## src/rtl/uirq_pkg.sv

```systemverilog
package uirq_pkg;
    localparam int EN_W   = 4;
    localparam int CODE_W = 4;

    // enable bit positions
    localparam int EN_RX = 0;
    localparam int EN_TX = 1;
    localparam int EN_LS = 2;
    localparam int EN_MS = 3;

    typedef logic [CODE_W-1:0] code_t;
    typedef logic [EN_W-1:0]   en_t;

    localparam code_t ID_NONE = 4'b0001;
    localparam code_t ID_LINE = 4'b0110;
    localparam code_t ID_RXD  = 4'b0100;
    localparam code_t ID_RXTO = 4'b1100;
    localparam code_t ID_TXE  = 4'b0010;
    localparam code_t ID_FLOW = 4'b0000;

    localparam en_t EN_RST = 4'b0010;

    typedef struct packed {
        logic line;
        logic rxd;
        logic rxto;
        logic txe;
        logic flow;
    } req_t;
endpackage

```

## src/rtl/uirq_pend.sv

```systemverilog
module uirq_pend #(
    parameter bit SET_WINS = 1'b1
) (
    input  logic clk,
    input  logic rst_n,
    input  logic set_i,
    input  logic clr_i,
    output logic pend_nxt_o,
    output logic pend_o
);
    logic pend_d, pend_q;

    generate
        if (SET_WINS) begin : g_set_first
            always_comb begin
                pend_d = pend_q;
                if (clr_i) pend_d = 1'b0;
                if (set_i) pend_d = 1'b1;
            end
        end else begin : g_clr_first
            always_comb begin
                pend_d = pend_q;
                if (set_i) pend_d = 1'b1;
                if (clr_i) pend_d = 1'b0;
            end
        end
    endgenerate

    always_ff @(posedge clk or negedge rst_n) begin
        if (!rst_n) pend_q <= 1'b0;
        else        pend_q <= pend_d;
    end

    assign pend_nxt_o = pend_d;
    assign pend_o     = pend_q;
endmodule

```

## src/rtl/uirq_prio.sv

```systemverilog
module uirq_prio
    import uirq_pkg::*;
(
    input  req_t  req_i,
    output code_t code_o,
    output logic  any_o
);
    always_comb begin
        code_o = ID_NONE;
        if (req_i.line)      code_o = ID_LINE;
        else if (req_i.rxd)  code_o = ID_RXD;
        else if (req_i.rxto) code_o = ID_RXTO;
        else if (req_i.txe)  code_o = ID_TXE;
        else if (req_i.flow) code_o = ID_FLOW;
        any_o = |req_i;
    end
endmodule

```

## src/rtl/uirq_ident.sv

```systemverilog
module uirq_ident
    import uirq_pkg::*;
(
    input  logic            clk,
    input  logic            rst_n,
    input  logic            en_we_i,
    input  logic [EN_W-1:0] en_wdata_i,
    input  logic            line_err_i,
    input  logic            rx_rdy_i,
    input  logic            rx_to_i,
    input  logic            txe_lvl_i,
    input  logic            flow_evt_i,
    input  logic            thr_wr_i,
    input  logic            id_rd_i,
    input  logic            msr_rd_i,
    output logic            irq_o,
    output logic [CODE_W-1:0] id_o
);
    typedef struct packed {
        en_t   en;
        logic  txe_prev;
        code_t code;
        logic  irq;
    } state_t;

    state_t s_d, s_q;
    logic   txe_set, txe_clr, txe_nxt, txe_pend;
    logic   flow_nxt, flow_pend;
    req_t   req;
    code_t  prio_code;
    logic   prio_any;
    en_t    en_nxt;

    // enable register next value, shared by gating and edge capture
    assign en_nxt  = en_we_i ? en_wdata_i : s_q.en;
    assign txe_set = txe_lvl_i & (~s_q.txe_prev | (~s_q.en[EN_TX] & en_nxt[EN_TX]));
    assign txe_clr = thr_wr_i | (id_rd_i & (s_q.code == ID_TXE));

    uirq_pend #(.SET_WINS(1'b1)) txe_pend_i (
        .clk        (clk),
        .rst_n      (rst_n),
        .set_i      (txe_set),
        .clr_i      (txe_clr),
        .pend_nxt_o (txe_nxt),
        .pend_o     (txe_pend)
    );

    uirq_pend #(.SET_WINS(1'b1)) flow_pend_i (
        .clk        (clk),
        .rst_n      (rst_n),
        .set_i      (flow_evt_i),
        .clr_i      (msr_rd_i),
        .pend_nxt_o (flow_nxt),
        .pend_o     (flow_pend)
    );

    always_comb begin
        req.line = line_err_i & en_nxt[EN_LS];
        req.rxd  = rx_rdy_i   & en_nxt[EN_RX];
        req.rxto = rx_to_i    & en_nxt[EN_RX];
        req.txe  = txe_nxt    & en_nxt[EN_TX];
        req.flow = flow_nxt   & en_nxt[EN_MS];
    end

    uirq_prio prio_i (
        .req_i  (req),
        .code_o (prio_code),
        .any_o  (prio_any)
    );

    always_comb begin
        s_d          = s_q;
        s_d.en       = en_nxt;
        s_d.txe_prev = txe_lvl_i;
        s_d.code     = prio_code;
        s_d.irq      = prio_any;
    end

    always_ff @(posedge clk or negedge rst_n) begin
        if (!rst_n) begin
            s_q.en       <= EN_RST;
            s_q.txe_prev <= 1'b0;
            s_q.code     <= ID_NONE;
            s_q.irq      <= 1'b0;
        end else begin
            s_q <= s_d;
        end
    end

    assign irq_o = s_q.irq;
    assign id_o  = s_q.code;

    logic unused_pend;
    assign unused_pend = txe_pend ^ flow_pend;
endmodule

```

## config.mk

```make
export PLATFORM = sky130hd
export DESIGN_NAME = uirq_ident
export DESIGN_NICKNAME = d
export VERILOG_FILES = /design/src/rtl/uirq_pkg.sv /design/src/rtl/uirq_pend.sv /design/src/rtl/uirq_prio.sv /design/src/rtl/uirq_ident.sv
export SDC_FILE = /design/constraint.sdc
export NUM_CORES = 1
export LEC_CHECK = 0
export BUFFER_PORTS_ARGS = -buffer_cell sky130_fd_sc_hd__buf_2
export CELL_PAD_IN_SITES_DETAIL_PLACEMENT = 1
export CELL_PAD_IN_SITES_GLOBAL_PLACEMENT = 1
export CORE_MARGIN = 2
export CORE_UTILIZATION = 33
export CTS_CLUSTER_DIAMETER = 100
export DETAILED_ROUTE_END_ITERATION = 16
export PLACE_DENSITY = 0.75
export SETUP_SLACK_MARGIN = 0.3
export SYNTH_ARGS = -nofsm -noshare
export SYNTH_HDL_FRONTEND = slang
export SYNTH_SLANG_ARGS = --single-unit
export TNS_END_PERCENT = 1
```

## constraint.sdc

```tcl
create_clock -name clk -period 2 [get_ports clk]
set_input_delay 0.1 -clock clk [delete_from_list [all_inputs] [get_ports clk]]
set_output_delay 0.1 -clock clk [all_outputs]
set_load 0.03 [all_outputs]
```

### After elaboration in Yosys (flattened, before gate mapping)

Index checks and enable logic that the tools add are counted.

| storage, ports and cells | value |
|---|---|
| register bits after elaboration | 12 |
| input bits | 15 |

| cells by class | value |
|---|---|
| eq/ne operators | 1 |
| muxes and demuxes | 10 |
| bitwise gates (word level) | 12 |
| reductions and logical operators | 1 |

Operator list:

| cell | number |
|---|---|
| $mux 4 | 5 |
| $and 1x1->1 | 8 |
| $mux 1 | 5 |
| $reduce_or 5->1 | 1 |
| $eq 4x2->1 const B | 1 |
| $not 1->1 | 2 |
| $or 1x1->1 | 2 |

### Depth between registers and ports, before layout

Gate-level depths: netlist of run 1.

| logic depth | value |
|---|---|
| word-level depth | 10 |
| gate-level depth with buffers | 4 |
| mapped depth without buffers | 4 |

### Hierarchy

From an unflattened synthesis of run 1, not the netlist that was laid out.

| unflattened totals | value |
|---|---|
| cells, all modules | 40 |
| area, all modules | 510.5 um^2 |

By module, submodules not included:

| module | times used | cells each | area each (um^2) |
|---|---|---|---|
| uirq_ident | 1 | 28 | 396.6 |
| uirq_pend | 2 | 3 | 36.3 |
| uirq_prio | 1 | 6 | 41.3 |

### Worst setup path before layout of run 1

Ideal clock, no wire load.

| timing | value |
|---|---|
| path type | register to register |
| start point | register s_q (netlist bit id_o[3]) |
| end point | register s_q (netlist bit irq_o) |
| library setup time | 0.126 ns |
| arrival time | 1.267 ns |
| path slack | 0.607 ns |
| stages on the path, launching flop included | 5 |
| buffers on the path | 0 |
| cell sequence | dfrtp_1 nor4b_2 nand2_1 a32o_2 a221o_1 |

| on the way | value |
|---|---|
| longest elaborated chain between the ends | 7 |

Ends and longest elaborated chain:

| what | RTL line | RTL |
|---|---|---|
| start: declaration | uirq_ident.sv:26 | `state_t s_d, s_q;` |
| $eq 4x2->1 | uirq_ident.sv:37 | `assign txe_clr = thr_wr_i \| (id_rd_i & (s_q.code == ID_TXE));` |
| $and 1x1->1 | uirq_ident.sv:37 |  |
| $or 1x1->1 | uirq_ident.sv:37 |  |
| $mux 1 | uirq_pend.sv:17 | `if (clr_i) pend_d = 1'b0;` |
| $mux 1 | uirq_pend.sv:18 | `if (set_i) pend_d = 1'b1;` |
| named net txe_nxt | uirq_ident.sv:27 | `logic txe_set, txe_clr, txe_nxt, txe_pend;` |
| $and 1x1->1 | uirq_ident.sv:61 | `req.txe = txe_nxt & en_nxt[EN_TX];` |
| $reduce_or 5->1 | uirq_prio.sv:15 | `any_o = \|req_i;` |
| named net prio_any | uirq_ident.sv:31 | `logic prio_any;` |

The timed path passes the listed nets, and every way through them passes these cells.

### Final worst setup path of run 1

Ends and elaborated chain as after synthesis.

==> metrics.md, run 1 <==
| Metric | Value |
|---|---|
| Grt total ovfl | `0` |
| CTS buffer count | `3` |
| Crit Path Max Fanout | `4` |
| Unrepaired setup endpoints after global routing | `false` |
| Drt drc | `0` |
| CP max stage delay | `0.38 ns` |
| Vias in the first global route | `372` |
| Commonest non-fill, non-tap cell in the layout | `buf_2` |
| Sw frac | `26.4%` |
| Sequential share of power | `53.9%` |
| Fill cells | `164` |
| Worst clock skew | `0.00327 ns` |
| Type of origin of the critical path | `flip-flop` |
| Share of cells above drive strength 1 | `53.6%` |
| Root buffer cell | `clkbuf_4` |
| MaxCap Viol Count | `0` |
| First-pass GRT wire length | `1550 µm` |
| Worst slew pin tran | `0.489 ns` |
| Most frequent cells in the layout | `buf_2, dfrtp_1, nand2_1` |
| 1st-iter DRT viols | `5` |
| Post-Syn Area per Cell | `13.4 µm²` |
| Yosys reg bits | `12` |
| Layout area overhead | `26.2%` |
| Die span in y | `42.2 µm` |
| Sequential share of the synthesized area | `62.9%` |
| Reg clk slew, reported paths | `0.07 ns` |
| Critical Path RT | `2.15 ns` |
| Worst EP arrival | `1.61 ns` |
| Crit. End Element | `flip-flop` |
| Die width | `42.2 µm` |
| VDD IR max | `0.383 mV` |
| Starting density of the core | `36.1%` |
| Post-CTS Repair Setup Buffers | `0` |
| Clk_lat worst skew | `0.26 ns` |
| PwrDens | `848 nW/µm²` |
| Post-DP HPWL | `688 µm` |
| Die area | `1780 µm²` |
| Max-slew headroom | `67.0%` |
| DR vias/cell | `4.92` |
| WHS | `0.0716 ns` |
| Launching point of the worst reg2reg path | `id_o[3]$_DFF_PN0_` |
| Hold crit path type | `in2reg` |
| Sw power | `136 µW` |
| Setup violators final | `0` |
| Vias | `349` |
| CTS sink cnt | `12` |
| Yosys warnings | `0` |
| Row Count | `13` |
| Core box area | `1330 µm²` |
| Comb pwr share | `18.9%` |
| Unique cell type count in the Yosys netlist | `14` |
| Status | `finished, final reports clean` |
| Reg2reg end | `irq_o$_DFF_PN0_` |
| Int Pwr | `380 µW` |
| Gr usage total | `12.0%` |
| TNS Setup | `0 ns` |
| Final hold vios | `0` |
| N_diodes | `0` |
| Fin crit share | `73.0%` |
| IO Count | `20` |
| Max Fclk | `685 MHz` |
| Post-Syn Instances | `36` |
| Hold Startpoint | `flow_evt_i` |
| Setup slack, reg-to-reg | `0.54 ns` |
| GP Congestion | `0.708` |
| Final-stage net count | `73` |
| Final max-slew violation count | `0` |
| Worst path slowest cell | `dfrtp_1` |
| Syn_nets | `51` |
| Crit-path cells | `nor4b_2 > nand2_1 > a32o_2 > a221o_1` |
| Input/output buffers | `19` |
| Kind of critical path | `reg2reg` |
| Part of the power in the clock network | `27.1%` |
| Routed len/inst | `12.2 µm` |
| Hold Crit Endpoint | `flow_pend_i.pend_o$_DFF_PN0_` |
| Antenna-violating nets left | `0` |
| Maximum clock insertion buffer count | `2` |
| H-tree depth | `1` |
| Area occupied by multi-input gates | `138 µm²` |
| Static Leak | `0.000308 µW` |
| Router iterations before antenna repair | `2` |
| WL final | `869 µm` |
| Sequential cell area | `303 µm²` |
| Hold path depth | `2` |
| Post-layout minimum cycle time | `1.46 ns` |
| Initial antenna violation count | `0` |
| Worst R2R Path Depth | `4` |
| Largest net degree at the start of global routing | `13` |
| CTS tree | `built` |
| Cell area after synthesis | `482 µm²` |
power by group through the flow:
| stage | sequential [µW] | clock, µW | combinational [µW] |
|---|---|---|---|
| after floorplan | 287 | 0 | 64.3 |
| after global placement | 283 | 0 | 93.8 |
| after detailed placement | 283 | 0 | 95.3 |
| after CTS | 279 | 149 | 98.3 |
| after global routing | 282 | 159 | 108 |
| final | 278 | 140 | 97.6 |
worst max-delay path by stage:
| stage | startpoint | endpoint | slack [ns] | depth (start not counted) |
|---|---|---|---|---|
| floorplan | id_o[3]$_DFF_PN0_ | irq_o$_DFF_PN0_ | 0.61 | 4 |
| global placement | id_o[3]$_DFF_PN0_ | irq_o$_DFF_PN0_ | 0.57 | 4 |
| detailed placement | id_o[3]$_DFF_PN0_ | irq_o$_DFF_PN0_ | 0.55 | 4 |
| CTS | id_o[3]$_DFF_PN0_ | irq_o$_DFF_PN0_ | 0.54 | 4 |
| global route | id_o[3]$_DFF_PN0_ | irq_o$_DFF_PN0_ | 0.45 | 4 |
| finish | id_o[3]$_DFF_PN0_ | irq_o$_DFF_PN0_ | 0.54 | 4 |
synth_stat cells:
library cell | count | area (µm²)
and4b_1 | 1 | 10.0
dfstp_2 | 2 | 52.6
dfrtp_1 | 10 | 250
buf_4 | 4 | 30.0
inv_1 | 3 | 11.3
a21o_1 | 1 | 7.51
a221o_1 | 1 | 10.0
nor4b_2 | 1 | 15.0
mux2_2 | 3 | 33.8
o21ai_1 | 2 | 10.0
a32o_2 | 2 | 22.5
o21ai_0 | 1 | 5.00
a221oi_1 | 1 | 8.76
nand2_1 | 4 | 15.0
critical path, delay by kind of cell (launching register included):
| family | cells | cell delay (ns) |
|---|---|---|
| AO/OA/AOI/OAI | 2 | 0.64 |
| flip-flops | 1 | 0.38 |
| AND/OR/NAND/NOR | 2 | 0.31 |
flip-flops by register name (all words and copies together), names as in the netlist:
| register | flops |
|---|---|
| flow_pend_i.pend_o | 1 |
| id_o | 4 |
| irq_o | 1 |
| s_q | 5 |
| txe_pend_i.pend_o | 1 |
logic make-up (layout without fill, tap and decap cells):
kind of cell / Yosys count / in the layout / synth area share, %
mux: 3 / 3 / 7.01
flops: 12 / 12 / 62.9
simple gates: 6 / 6 / 8.31
buf+inv: 7 / 27 / 8.57
compound gates: 8 / 8 / 13.2
per-stage QoR:
stage	area, µm²	cells	power (µW)	setup slack (ns)	util, %
3_5_place_dp	566	66	379	0.551	42.4
4_1_cts	608	71	526	0.541	45.6
3_3_place_gp	566	66	376	0.573	42.4
5_1_grt	608	71	548	0.452	45.6
6_report	608	71	516	0.541	45.6
2_1_floorplan	482	36	352	0.607	-
routing by layer:
metal | routed length (µm) | global-route usage [%]
met5 | 0 | 0
met4 | 17 | 6.88
met3 | 55 | 5.60
met2 | 392 | 18.5
met1 | 405 | 13.5
final cells by class:
class                      instances  area share, %
tap                               15           3.09
inverter                           3           1.85
sequential                        12           49.8
multi-input combinational         17           22.6
timing repair buffer              21           18.9
clock buffer                       3           3.70
timing repair:
| item | 4_1_cts | 5_1_grt |
|---|---|---|
| resized for setup | 0 | 0 |
| endpoints found under the hold margin | 13 | 0 |
| hold buffers | 2 | 0 |
Note: power is estimated with default switching activity, not from simulation.
==> run 2: changes to the inputs <==
--- a/config.mk
+++ b/config.mk
@@ -9,10 +9,10 @@
 export CELL_PAD_IN_SITES_DETAIL_PLACEMENT = 1
 export CELL_PAD_IN_SITES_GLOBAL_PLACEMENT = 1
 export CORE_MARGIN = 2
-export CORE_UTILIZATION = 33
+export CORE_UTILIZATION = 30
 export CTS_CLUSTER_DIAMETER = 100
 export DETAILED_ROUTE_END_ITERATION = 16
-export PLACE_DENSITY = 0.75
+export PLACE_DENSITY = 0.72
 export SETUP_SLACK_MARGIN = 0.3
 export SYNTH_ARGS = -nofsm -noshare
 export SYNTH_HDL_FRONTEND = slang
==> constraint.sdc (replaced) <==
create_clock -name clk -period 1.2 [get_ports clk]
set_input_delay 0.06 -clock clk [delete_from_list [all_inputs] [get_ports clk]]
set_output_delay 0.06 -clock clk [all_outputs]
set_load 0.03 [all_outputs]
==> run 2 against run 1 <==
Effect of this change:
- the run now ends with negative setup slack left
- combinational power rose by 130%
- final cell count rose by 9.9%
- hold slack worse by 0.039 ns
- maximum frequency rose by 2.0%
- non-clock buffer count grew 5
- critical path depth unchanged
- critical path type unchanged
==> metrics.md, run 2 (synthesis results as in run 1) <==
| Metric | Value |
|---|---|
| Sequential share of power | `46.5% (-7.4 points)` |
| TNS Setup | `-0.559 ns (-0.559 ns)` |
| Fin crit share | `119% (+46 points)` |
| Crit-path cells | `nor4b_2 > nand2_1 > a32o_2 > a221o_1` |
| Gr usage total | `13.4% (+1.4 points)` |
| Max-slew headroom | `81.9% (+15 points)` |
| Unrepaired setup endpoints after global routing | `true` |
| Worst slew pin tran | `0.271 ns (-0.218 ns)` |
| Final-stage net count | `78 (+6.8%)` |
| Final Total Pwr | `1010 µW (+95%)` |
| 1st-iter DRT viols | `5 (unchanged)` |
| Largest net degree at the start of global routing | `13 (unchanged)` |
| Status | `complete, but fails checks` |
| Final hold vios | `0 (unchanged)` |
| Max reg flops | `5 (unchanged)` |
| Antenna-violating nets left | `0 (unchanged)` |
| Crit. End Element | `flip-flop` |
| Sequential cell area | `303 µm² (unchanged)` |
| Part of the power in the clock network | `31.5% (+4.4 points)` |
| CP max stage delay | `0.38 ns (about the same)` |
| CTS sink cnt | `12 (unchanged)` |
| Vias | `369 (+5.7%)` |
| Die area | `1940 µm² (+9.0%)` |
| Max Fclk | `699 MHz (+2.0%)` |
| Kind of critical path | `reg2reg` |
| WHS | `0.0326 ns (-0.0390 ns)` |
| Final max-slew violation count | `0 (unchanged)` |
| Critical path's top delay family | `compound AO/OA/AOI/OAI gates` |
| Critical Path RT | `1.35 ns (-0.80 ns)` |
| Starting density of the core | `32.0% (-4.1 points)` |
| Type of origin of the critical path | `flip-flop` |
| Area after DPL | `604 µm² (+6.9%)` |
| N_diodes | `0 (unchanged)` |
| IO Count | `20 (unchanged)` |
| Sw power | `261 µW (+92%)` |
| Setup ws final | `-0.231 ns (-0.771 ns)` |
| CTS tree | `built` |
| Initial antenna violation count | `0 (unchanged)` |
| Worst clock skew | `0.00516 ns (+0.00189 ns)` |
| VDD IR max | `0.544 mV (+42%)` |
| CTS buffer count | `3 (unchanged)` |
| Router iterations before antenna repair | `5 (+3)` |
| Post-CTS Repair Setup Buffers | `0 (unchanged)` |
| H-tree depth | `1 (unchanged)` |
| Post-layout minimum cycle time | `1.43 ns (-0.0285 ns)` |
| MaxCap Viol Count | `0 (unchanged)` |
| Vias in the first global route | `412 (+11%)` |
| DR vias/cell | `4.73 (-3.8%)` |
| Share of cells above drive strength 1 | `62.9% (+9.3 points)` |
| Crit Path Max Fanout | `4 (unchanged)` |
| Sw frac | `25.9% (-0.47 points)` |
| Root buffer cell | `clkbuf_4` |
| Row Count | `14 (+1)` |
| Area occupied by multi-input gates | `155 µm² (+13%)` |
| Int Pwr | `746 µW (+97%)` |
| Setup violators final | `3 (+3)` |
| Layout area overhead | `46.0%` |
| Grt total ovfl | `0 (unchanged)` |
| Input/output buffers | `19 (unchanged)` |
| Die width | `44.1 µm (+4.4%)` |
| GP Congestion | `0.717 (+1.2%)` |
| First-pass GRT wire length | `1750 µm (+13%)` |
| Reg clk slew, reported paths | `0.08 ns (about the same)` |
| Core box area | `1510 µm² (+13%)` |
| Most frequent cells in the layout | `buf_2, dfrtp_1, buf_4` |
| WL final | `1050 µm (+20%)` |
| Static Leak | `0.000353 µW (+15%)` |
| Drt drc | `0 (unchanged)` |
| Comb pwr share | `22.0% (+3.1 points)` |
| Fill cells | `177 (+7.9%)` |
| Worst EP arrival | `1.59 ns (-0.02 ns)` |
| Most flop-heavy register | `s_q` |
| Final Cell Area | `703 µm² (+16%)` |
| Routed len/inst | `13.4 µm (+9.7%)` |
| Setup WS pre-CTS | `-0.233 ns (-0.784 ns)` |
| CP bufs+invs | `0 (unchanged)` |
| Commonest non-fill, non-tap cell in the layout | `buf_2` |
| Maximum clock insertion buffer count | `2 (unchanged)` |
| Die span in y | `44.1 µm (+4.4%)` |
| Post-DP HPWL | `781 µm (+14%)` |
| Failing checks | `negative setup slack` |
| Hold crit path type | `in2reg` |
| Worst path slowest cell | `dfstp_2` |
| PwrDens | `1430 nW/µm² (+69%)` |
| Clk_lat worst skew | `0.27 ns (about the same)` |
## run 2: layout make-up
| type | instances | area share [%] |
|---|---|---|
| clock buffers | 4 | 5.16 |
| inverters | 3 | 1.60 |
| multi-input cells | 17 | 22.1 |
| flip-flops and latches | 12 | 43.1 |
| well taps | 16 | 2.85 |
| repair buffers | 26 | 25.3 |
## run 2: final timing paths
check	start	to	slack, ns	depth (start not counted)
worst max-delay path	id_o[0]$_DFF_PN1_	irq_o$_DFF_PN0_	-0.23	4
worst min-delay path	line_err_i	id_o[1]$_DFF_PN0_	0.03	2
worst max register to register	id_o[0]$_DFF_PN1_	irq_o$_DFF_PN0_	-0.23	4
worst min register to register	flow_pend_i.pend_o$_DFF_PN0_	flow_pend_i.pend_o$_DFF_PN0_	0.54	1
max in group asynchronous	rst_n	id_o[0]$_DFF_PN1_	0.74	2
min in group asynchronous	rst_n	s_q[9]$_DFF_PN0_	0.18	2
## run 2: through the flow
| stage | instances | utilization [%] |
|---|---|---|
| floorplan | 36 | - |
| global placement | 72 | 40.1 |
| detailed placement | 72 | 40.1 |
| CTS | 78 | 46.3 |
| global route | 78 | 46.7 |
| finish | 78 | 46.7 |
## run 2: power by group through the flow
| stage | Combinational, µW | Sequential, µW | Clock [µW] |
|---|---|---|---|
| after detailed placement | 186 | 473 | 0 |
| after floorplan | 107 | 479 | 0 |
| after CTS | 217 | 467 | 331 |
| final | 222 | 468 | 318 |
| after global placement | 180 | 472 | 0 |
| after global routing | 238 | 473 | 355 |
## run 2: routing by layer
layer  part of all wire [%]  track usage, %
met3                    4.4            2.86
met1                     43            14.7
met2                     51            21.2
met4                    1.8            12.7
met5                      0               0
## run 2: repair_timing
item,4_1_cts,5_1_grt
pin swaps,4,3
hold endpoints to repair,13,0
endpoints found under the setup margin,11,13
gates resized for setup,10,5
hold buffers,2,0
